### src/rtl/scl_gen_pkg.sv
`timescale 1ns/1ps
package scl_gen_pkg;
  typedef enum logic [1:0] {
    PH_IDLE = 2'd0,
    PH_HOLD = 2'd1,
    PH_LOW  = 2'd2,
    PH_HIGH = 2'd3
  } scl_phase_e;

  localparam logic [1:0] SPD_FAST = 2'd2;
endpackage

### src/rtl/scl_timing_sel.sv
`timescale 1ns/1ps
module scl_timing_sel
  import scl_gen_pkg::*;
#(
  parameter int CW     = 16,
  parameter int MIN_HI = 6,
  parameter int MIN_LO = 8
) (
  input  logic [1:0]    speed_sel,
  input  logic [CW-1:0] std_hi,
  input  logic [CW-1:0] std_lo,
  input  logic [CW-1:0] fast_hi,
  input  logic [CW-1:0] fast_lo,
  output logic [CW-1:0] hi_eff,
  output logic [CW-1:0] lo_eff
);
  localparam logic [CW-1:0] HI_FLOOR = CW'(MIN_HI);
  localparam logic [CW-1:0] LO_FLOOR = CW'(MIN_LO);

  logic          use_fast;
  logic [CW-1:0] hi_raw;
  logic [CW-1:0] lo_raw;

  always_comb begin
    use_fast = (speed_sel == SPD_FAST);
    hi_raw   = use_fast ? fast_hi : std_hi;
    lo_raw   = use_fast ? fast_lo : std_lo;
    hi_eff   = (hi_raw < HI_FLOOR) ? HI_FLOOR : hi_raw;
    lo_eff   = (lo_raw < LO_FLOOR) ? LO_FLOOR : lo_raw;
  end
endmodule

### src/rtl/scl_phase_ctrl.sv
`timescale 1ns/1ps
module scl_phase_ctrl
  import scl_gen_pkg::*;
#(
  parameter int CW         = 16,
  parameter int HOLD_EXTRA = 3,
  parameter int LOW_EXTRA  = 1,
  parameter int HIGH_EXTRA = 8
) (
  input  logic          clk,
  input  logic          rst,
  input  logic          en,
  input  logic          run,
  input  logic          scl_in,
  input  logic [CW-1:0] hi_sel,
  input  logic [CW-1:0] lo_sel,
  output scl_phase_e    phase,
  output scl_phase_e    nxt_phase,
  output logic [CW:0]   cnt,
  output logic [CW-1:0] hi_q
);
  localparam int TW = CW + 1;
  localparam logic [TW-1:0] HOLD_ADD = TW'(HOLD_EXTRA - 1);
  localparam logic [TW-1:0] LOW_ADD  = TW'(LOW_EXTRA - 1);
  localparam logic [TW-1:0] HIGH_ADD = TW'(HIGH_EXTRA - 1);

  logic [CW-1:0] lo_q;
  logic [TW-1:0] cnt_n;
  logic [TW-1:0] hold_end;
  logic [TW-1:0] low_end;
  logic [TW-1:0] high_end;
  logic          load;

  assign hold_end = {1'b0, hi_q} + HOLD_ADD;
  assign low_end  = {1'b0, lo_q} + LOW_ADD;
  assign high_end = {1'b0, hi_q} + HIGH_ADD;

  always_comb begin
    nxt_phase = phase;
    cnt_n     = cnt;
    load      = 1'b0;
    if (!en) begin
      nxt_phase = PH_IDLE;
      cnt_n     = '0;
    end else begin
      unique case (phase)
        PH_IDLE: begin
          if (run) begin
            nxt_phase = PH_HOLD;
            cnt_n     = '0;
            load      = 1'b1;
          end
        end
        PH_HOLD: begin
          if (cnt == hold_end) begin
            nxt_phase = PH_LOW;
            cnt_n     = '0;
          end else begin
            cnt_n = cnt + 1'b1;
          end
        end
        PH_LOW: begin
          if (cnt == low_end) begin
            nxt_phase = PH_HIGH;
            cnt_n     = '0;
          end else begin
            cnt_n = cnt + 1'b1;
          end
        end
        PH_HIGH: begin
          if (scl_in) begin
            if (cnt == high_end) begin
              cnt_n = '0;
              if (run) begin
                nxt_phase = PH_LOW;
                load      = 1'b1;
              end else begin
                nxt_phase = PH_IDLE;
              end
            end else begin
              cnt_n = cnt + 1'b1;
            end
          end
        end
        default: nxt_phase = PH_IDLE;
      endcase
    end
  end

  always_ff @(posedge clk) begin
    if (rst) begin
      phase <= PH_IDLE;
      cnt   <= '0;
      hi_q  <= '0;
      lo_q  <= '0;
    end else begin
      phase <= nxt_phase;
      cnt   <= cnt_n;
      if (load) begin
        hi_q <= hi_sel;
        lo_q <= lo_sel;
      end
    end
  end
endmodule

### src/rtl/scl_strobe_reg.sv
`timescale 1ns/1ps
module scl_strobe_reg
  import scl_gen_pkg::*;
#(
  parameter int CW         = 16,
  parameter int HIGH_EXTRA = 8
) (
  input  logic          clk,
  input  logic          rst,
  input  logic          en,
  input  logic          scl_in,
  input  scl_phase_e    phase,
  input  scl_phase_e    nxt_phase,
  input  logic [CW:0]   cnt,
  input  logic [CW-1:0] hi_q,
  output logic          drive_low,
  output logic          rise,
  output logic          fall,
  output logic          mid
);
  localparam int TW = CW + 1;

  logic [TW-1:0] mid_pt;
  logic          counting;

  assign mid_pt   = ({1'b0, hi_q} + TW'(HIGH_EXTRA)) >> 1;
  assign counting = en && (phase == PH_HIGH) && scl_in;

  always_ff @(posedge clk) begin
    if (rst) begin
      drive_low <= 1'b0;
      rise      <= 1'b0;
      fall      <= 1'b0;
      mid       <= 1'b0;
    end else begin
      drive_low <= (nxt_phase == PH_LOW);
      fall      <= (nxt_phase == PH_LOW) && (phase != PH_LOW);
      rise      <= counting && (cnt == '0);
      mid       <= counting && (cnt == mid_pt);
    end
  end
endmodule

### src/rtl/scl_gen.sv
`timescale 1ns/1ps
module scl_gen
  import scl_gen_pkg::*;
#(
  parameter int CW         = 16,
  parameter int MIN_HI     = 6,
  parameter int MIN_LO     = 8,
  parameter int HOLD_EXTRA = 3,
  parameter int LOW_EXTRA  = 1,
  parameter int HIGH_EXTRA = 8
) (
  input  logic          clk,
  input  logic          rst,
  input  logic          en,
  input  logic          run,
  input  logic          scl_in,
  input  logic [1:0]    speed_sel,
  input  logic [CW-1:0] std_hi,
  input  logic [CW-1:0] std_lo,
  input  logic [CW-1:0] fast_hi,
  input  logic [CW-1:0] fast_lo,
  output logic          scl_drive_low,
  output logic          scl_rise,
  output logic          scl_fall,
  output logic          scl_mid
);
  logic [CW-1:0] hi_eff;
  logic [CW-1:0] lo_eff;
  logic [CW-1:0] hi_q;
  logic [CW:0]   cnt;
  scl_phase_e    cur_phase;
  scl_phase_e    nxt_phase;

  scl_timing_sel #(
    .CW(CW), .MIN_HI(MIN_HI), .MIN_LO(MIN_LO)
  ) u_sel (
    .speed_sel(speed_sel),
    .std_hi(std_hi),
    .std_lo(std_lo),
    .fast_hi(fast_hi),
    .fast_lo(fast_lo),
    .hi_eff(hi_eff),
    .lo_eff(lo_eff)
  );

  scl_phase_ctrl #(
    .CW(CW), .HOLD_EXTRA(HOLD_EXTRA), .LOW_EXTRA(LOW_EXTRA), .HIGH_EXTRA(HIGH_EXTRA)
  ) u_ctrl (
    .clk(clk),
    .rst(rst),
    .en(en),
    .run(run),
    .scl_in(scl_in),
    .hi_sel(hi_eff),
    .lo_sel(lo_eff),
    .phase(cur_phase),
    .nxt_phase(nxt_phase),
    .cnt(cnt),
    .hi_q(hi_q)
  );

  scl_strobe_reg #(
    .CW(CW), .HIGH_EXTRA(HIGH_EXTRA)
  ) u_strb (
    .clk(clk),
    .rst(rst),
    .en(en),
    .scl_in(scl_in),
    .phase(cur_phase),
    .nxt_phase(nxt_phase),
    .cnt(cnt),
    .hi_q(hi_q),
    .drive_low(scl_drive_low),
    .rise(scl_rise),
    .fall(scl_fall),
    .mid(scl_mid)
  );
endmodule

### config.mk
export PLATFORM = sky130hd
export DESIGN_NAME = scl_gen
export DESIGN_NICKNAME = d
export VERILOG_FILES = /design/src/rtl/scl_gen_pkg.sv /design/src/rtl/scl_timing_sel.sv /design/src/rtl/scl_phase_ctrl.sv /design/src/rtl/scl_strobe_reg.sv /design/src/rtl/scl_gen.sv
export SDC_FILE = /design/constraint.sdc
export NUM_CORES = 1
export LEC_CHECK = 0
export BUFFER_PORTS_ARGS = -buffer_cell sky130_fd_sc_hd__buf_2
export CAP_MARGIN = 20
export CELL_PAD_IN_SITES_DETAIL_PLACEMENT = 1
export CELL_PAD_IN_SITES_GLOBAL_PLACEMENT = 2
export CORE_MARGIN = 2
export CORE_UTILIZATION = 33
export CTS_CLUSTER_DIAMETER = 150
export DETAILED_ROUTE_END_ITERATION = 12
export GPL_TIMING_DRIVEN = 0
export HOLD_SLACK_MARGIN = 0.03
export PLACE_DENSITY_LB_ADDON = 0.25
export SKIP_CTS_REPAIR_TIMING = 1
export SYNTH_ARGS = -nofsm -noshare
export SYNTH_HDL_FRONTEND = slang
export SYNTH_SLANG_ARGS = --single-unit
export TNS_END_PERCENT = 30
### constraint.sdc
create_clock -name clk -period 3.9 [get_ports clk]
set_input_delay 0.585 -clock clk [delete_from_list [all_inputs] [get_ports clk]]
set_output_delay 0.585 -clock clk [all_outputs]
set_load 0.01 [all_outputs]
# Word-level counts from Yosys, hierarchy flattened
# Index checks and enable logic that the tools add are counted.
# totals
register_bits	55
input_bits	71
out_inout_bits	4
# op_classes
add_sub_neg	4
order_cmp	2
eq_ne	12
mux	23
bitwise_logic	1
reduce_logical	9
# ops
cell	count
$mux W17	5
$pmux W17 S4	1
$mux W16	4
$eq A17 B16 Y1	2
$eq A17 B17 Y1	2
$add A16 B2 Y17 const B	1
$add A16 B3 Y17 const B	1
$add A16 B4 Y17 const B	1
$add A17 B1 Y17 const B	1
$logic_not A17 Y1	1
$lt A16 B3 Y1 const B	1
$lt A16 B4 Y1 const B	1
$mux W2	7
$eq A2 B2 Y1 const B	4
$pmux W2 S4	1
$ne A2 B2 Y1 const B	3
$logic_and A1 B1 Y1	5
$mux W1	4
$eq A2 B1 Y1 const B	1
$logic_not A2 Y1	1
$pmux W1 S2	1
$reduce_and A2 Y1	1
$reduce_or A2 Y1	1
$not A1 Y1	1

# Depth between registers and ports, before layout
# depth
ltp_word	8
mapped_depth	15
ltp_nobuf	11

# Cells and area by module
# A second synthesis with hierarchy kept.
# unflattened
hier_cells	606
hier_area_um2	4695.8
# by_module_without_submodules
mod	n_inst	cells_each	area_per_inst_um2
scl_phase_ctrl	1	402	3480.8
scl_strobe_reg	1	85	648.1
scl_timing_sel	1	119	566.8

# Least setup slack after synthesis
# OpenSTA, ideal clock, no wires.
# synth_path
path_type	reg-to-reg
from	register u_ctrl.hi_q[1]
to	register u_ctrl.cnt[16]
setup_ns	0.126
arrival_time_ns	2.863
required_time_ns	3.774
setup_slack_ns	0.911
path_stages_with_launch	14
n_path_buf	2
synth_period_minus_slack_ns	2.989
path_cell_list	dfxtp_1 > clkbuf_1 > inv_1 > ha_1 > a21boi_4 > xnor2_1 > or3_1 > a211oi_1 > o2111ai_1 > o21ai_0 > a31oi_4 > buf_2 > a22oi_1 > o21ai_0
# synth_via
elab_chain_cells	5
word_cells_on_any_way	8
classes_between	add/sub: 2; eq/ne: 2; mux: 4
# synth_rtl
item	line_no	source
from (decl)	scl_phase_ctrl.sv:20	output logic [CW-1:0] hi_q
from (signal assigned)	scl_phase_ctrl.sv:100	hi_q <= hi_sel;
$add A16 B3 Y17	scl_phase_ctrl.sv:36	assign high_end = {1'b0, hi_q} + HIGH_ADD;
$eq A17 B17 Y1	scl_phase_ctrl.sv:72	if (cnt == high_end) begin
$mux W17	scl_phase_ctrl.sv:72	
$mux W17	scl_phase_ctrl.sv:71	if (scl_in) begin
$pmux W17 S4 *	scl_phase_ctrl.sv:46	unique case (phase)
to (signal assigned)	scl_phase_ctrl.sv:98	cnt <= cnt_n;
to (decl)	scl_phase_ctrl.sv:19	output logic [CW:0] cnt,
# Mark *: on every way between the ends. The rest lies on a longest branch, timed or not. The select of a mux whose other input is x is not followed.
# A chain may end at the register's enable or synchronous reset.

# Worst setup path in the final report
# layout_path
from	register u_ctrl.hi_q[4]
to	register u_ctrl.hi_q[12]
# layout_via
elab_chain_cells	6
# layout_rtl
item	line_no	source
$add A16 B3 Y17	scl_phase_ctrl.sv:36	
$eq A17 B17 Y1	scl_phase_ctrl.sv:72	
$mux W1	scl_phase_ctrl.sv:72	
$mux W1	scl_phase_ctrl.sv:71	
$pmux W1 S2	scl_phase_ctrl.sv:46	
$mux W1	scl_phase_ctrl.sv:42	if (!en) begin
# Every way passes these cells.

==> insert_results.sql <==
INSERT INTO impl_metrics (metric_group, metric, value, unit) VALUES
('logic_synthesis', 'synth_fp_nets', '682', ''),
('power', 'power-per-cell-area', '265', 'mW/mm2'),
('power', 'leakage', '0.00207', 'uW'),
('worst_setup_path', 'worst_path_largest_cell_delay', '0.51', 'ns'),
('worst_setup_path', 'critical_path.endpoint', 'u_ctrl.hi_q[12]', ''),
('logic_synthesis', 'synthCells', '599', ''),
('logic_synthesis', 'synth.cell_area', '0.00464', 'mm2'),
('cells_and_area', 'final_cell_count_no_fill', '860', ''),
('worst_setup_path', 'setup.reg_to_reg.worst_slack', '0.24', 'ns'),
('worst_setup_path', 'timing.rr.start', 'u_ctrl.hi_q[4]', ''),
('route', 'ant_nets', '0', ''),
('floorplan', 'start_util', '33.6', '%'),
('cts', 'cts_buffer_depth', '2', ''),
('floorplan', 'coreArea', '0.0138', 'mm2'),
('worst_setup_path', 'most_frequent_cell_on_critical_path', 'sky130_fd_sc_hd__buf_6', ''),
('worst_hold_path', 'hold_class', 'reg -> reg', ''),
('logic_synthesis', 'synth_adder_area_share', '3.24', '%'),
('worst_setup_path', 'crit_path_start_kind', 'flip-flop', ''),
('worst_setup_path', 'path_max_fanout', '10', ''),
('worst_setup_path', 'type_of_element_capturing_the_critical_path', 'flip-flop', ''),
('cts', 'clkSlewWorstSetupHoldPaths', '0.08', 'ns'),
('worst_setup_path', 'reg2reg_depth', '13', ''),
('cts', 'clock_tree.root_cell', 'sky130_fd_sc_hd__clkbuf_16', ''),
('placed_design', 'finalWeightedCongestion', '0.913', ''),
('logic_synthesis', 'synth_edf_count', '0', ''),
('route', 'route.detailed.vias_per_inst', '5.43', ''),
('cts', 'cts_inserted_buffers', '5', ''),
('worst_setup_path', 'crit_path_start', 'u_ctrl.hi_q[4]', ''),
('route', 'drt_iter0_markers', '208', ''),
('placed_design', 'port_buffers', '73', ''),
('cells_and_area', 'filler_cell_count', '1724', ''),
('placed_design', 'dp.final_hpwl', '12.5', 'mm'),
('outcome', 'outcome', 'finished, final reports clean', ''),
('logic_synthesis', 'distinct_cell_type_count_after_synthesis', '60', ''),
('cells_and_area', 'final_design_area_no_fill', '0.00539', 'mm2'),
('logic_synthesis', 'post_synth_xor_area_fraction', '15.2', '%'),
('logic_synthesis', 'yosysTopAreaCell', 'sky130_fd_sc_hd__dfxtp_1', ''),
('placed_design', 'dp_worst_setup_slack', '0.0732', 'ns'),
('cts', 'cts_htree_levels', '2', ''),
('cts', 'clkLatencyLatePin', '0.30', 'ns'),
('timing', 'max_clock_freq', '0.274', 'GHz'),
('timing', 'final_hold_viol_count', '0', ''),
('global_routing', 'first_global_vias', '4802', ''),
('power', 'total_power', '1430', 'uW'),
('timing', 'setup_viol', '0', ''),
('timing', 'timing_max_transition_violations_final', '0', ''),
('route', 'topRoutingLayerUsed', 'met4', ''),
('placed_design', 'placed_cells', '852', ''),
('route', 'via_count', '4669', ''),
('route', 'detail_route.drc_violations', '0', ''),
('power', 'ir_worst_vdd', '151', 'uV'),
('logic_synthesis', 'synth_warnings', '0', ''),
('timing', 'tns', '0', 'ns'),
('timing', 'timing.max_slew.rel_slack', '52.6', '%'),
('timing', 'timing.final.ws_setup', '0.244', 'ns'),
('cells_and_area', 'final_cell_mix', 'sky130_fd_sc_hd__nand2_1, sky130_fd_sc_hd__buf_2, sky130_fd_sc_hd__dfxtp_1, sky130_fd_sc_hd__nor2_1', ''),
('floorplan', 'num_rows', '43', ''),
('route', 'wirelength', '15.8', 'mm'),
('worst_setup_path', 'critical_path.cell_chain', 'ha_1 > buf_2 > nand4_1 > nor3_4 > xor2_1 > a2111oi_2 > o2111ai_2 > o31ai_1 > and4b_1 > buf_6 > buf_6 > nor2_1 > a311oi_2', ''),
('floorplan', 'floorplan.die.width', '123', 'um'),
('logic_synthesis', 'synth_compound_area_share', '21.1', '%'),
('worst_setup_path', 'critPathSlowestCell', 'sky130_fd_sc_hd__dfxtp_1', ''),
('logic_synthesis', 'synthMuxAreaShare', '1.11', '%'),
('global_routing', 'global_route_wire_length_before_repair', '25.5', 'mm'),
('cts', 'clock-sinks', '55', ''),
('logic_synthesis', 'synthFlopType', 'sky130_fd_sc_hd__dfxtp_1', ''),
('placed_design', 'placedInstanceArea', '0.00523', 'mm2'),
('worst_setup_path', 'crit-reg2reg-capture', 'u_ctrl.hi_q[12]', ''),
('timing', 'transition_time_at_the_pin_with_the_least_slew_margin', '0.710', 'ns'),
('floorplan', 'num_io_pins', '75', ''),
('logic_synthesis', 'synth_area_per_cell', '7.75', 'um2');
[synthesized netlist by cell type (4+ instances only)]
cell type and instances:
sky130_fd_sc_hd__and3_1 7, sky130_fd_sc_hd__nand2b_1 12, sky130_fd_sc_hd__ha_1 12, sky130_fd_sc_hd__buf_6 5, sky130_fd_sc_hd__a211oi_1 5, sky130_fd_sc_hd__a311oi_1 5
sky130_fd_sc_hd__nand4_1 16, sky130_fd_sc_hd__nor3_1 19, sky130_fd_sc_hd__dfxtp_1 55, sky130_fd_sc_hd__a22oi_1 10, sky130_fd_sc_hd__nand2_1 103, sky130_fd_sc_hd__o21ai_0 21
sky130_fd_sc_hd__clkbuf_1 26, sky130_fd_sc_hd__nor3b_1 4, sky130_fd_sc_hd__buf_4 7, sky130_fd_sc_hd__xnor2_1 38, sky130_fd_sc_hd__a311oi_2 24, sky130_fd_sc_hd__o21ai_1 6
sky130_fd_sc_hd__a21oi_1 13, sky130_fd_sc_hd__nor2_1 50, sky130_fd_sc_hd__buf_2 16, sky130_fd_sc_hd__xor2_1 38, sky130_fd_sc_hd__inv_1 13, sky130_fd_sc_hd__nor4_1 19
sky130_fd_sc_hd__a31oi_1 4, sky130_fd_sc_hd__nand3_1 17, sky130_fd_sc_hd__mux2i_1 4
[area by class of cell]
| type | instances | share of cell area, % |
|---|---|---|
| plain buffers | 54 | 5.36 |
| clock buffers | 5 | 2.32 |
| clock inverters | 3 | 0.441 |
| inverters | 13 | 0.906 |
| multi-input cells | 477 | 59.6 |
| flip-flops and latches | 55 | 20.4 |
| well taps | 180 | 4.18 |
| repair buffers | 73 | 6.78 |
[where the power goes]
part	leakage (uW)	switching, uW	total [uW]	internal [uW]
logic	0.00155	204	351	147
clock network	0.0000717	228	471	242
registers	0.000448	22.3	608	586
[cell families after synthesis]
family                   count (synthesis)
XOR/XNOR                                78
flip-flops                              55
multiplexers                             5
buffers and inverters                   67
adder cells (fa/ha/maj)                 12
AO/OA/AOI/OAI                          111
AND/OR/NAND/NOR                        271
[state kept, by name (all words and copies together) (netlist names)]
signal / flops
u_ctrl.cnt: 17
u_ctrl.hi_q: 16
u_ctrl.lo_q: 16
u_ctrl.phase: 2
u_strb.drive_low: 1
u_strb.fall: 1
u_strb.mid: 1
u_strb.rise: 1
[per-stage QoR]
| step | util [%] | hold slack (ns) |
|---|---|---|
| detailed placement | 37.8 | 0.483 |
| global placement | 37.8 | 0.478 |
| global route | 39.0 | 0.511 |
| CTS | 38.9 | 0.496 |
| finish | 39.0 | 0.492 |
| floorplan | - | 0.461 |
[critical path: cells and delay by family (launching register included)]
family                     cells  cell delay, ns
AOI/OAI and AO/OA              4            1.32
xor gates and xnor gates       1            0.12
buffers and inverters          3            0.52
and+or+nand+nor                4            0.88
adders and majority gates      1            0.20
DFF                            1            0.51
[how the worst min path moves through the flow]
| stage | start | endpoint | slack [ns] | depth (start not counted) |
|---|---|---|---|---|
| floorplan | u_ctrl.lo_q[0] | u_ctrl.lo_q[0] | 0.46 | 2 |
| global placement | u_ctrl.lo_q[2] | u_ctrl.lo_q[2] | 0.48 | 2 |
| detailed placement | u_ctrl.lo_q[1] | u_ctrl.lo_q[1] | 0.48 | 2 |
| CTS | u_ctrl.lo_q[1] | u_ctrl.lo_q[1] | 0.50 | 2 |
| global route | u_ctrl.lo_q[1] | u_ctrl.lo_q[1] | 0.51 | 2 |
| finish | u_ctrl.lo_q[1] | u_ctrl.lo_q[1] | 0.49 | 2 |
[per-layer routing]
metal / track usage, % / vias up
met5: 0 / -
met4: 4.74 / 0
met3: 1.77 / 9
met2: 38.0 / 127
met1: 29.6 / 2249
li1: - / 2284
(Power assumes the default switching activity.)
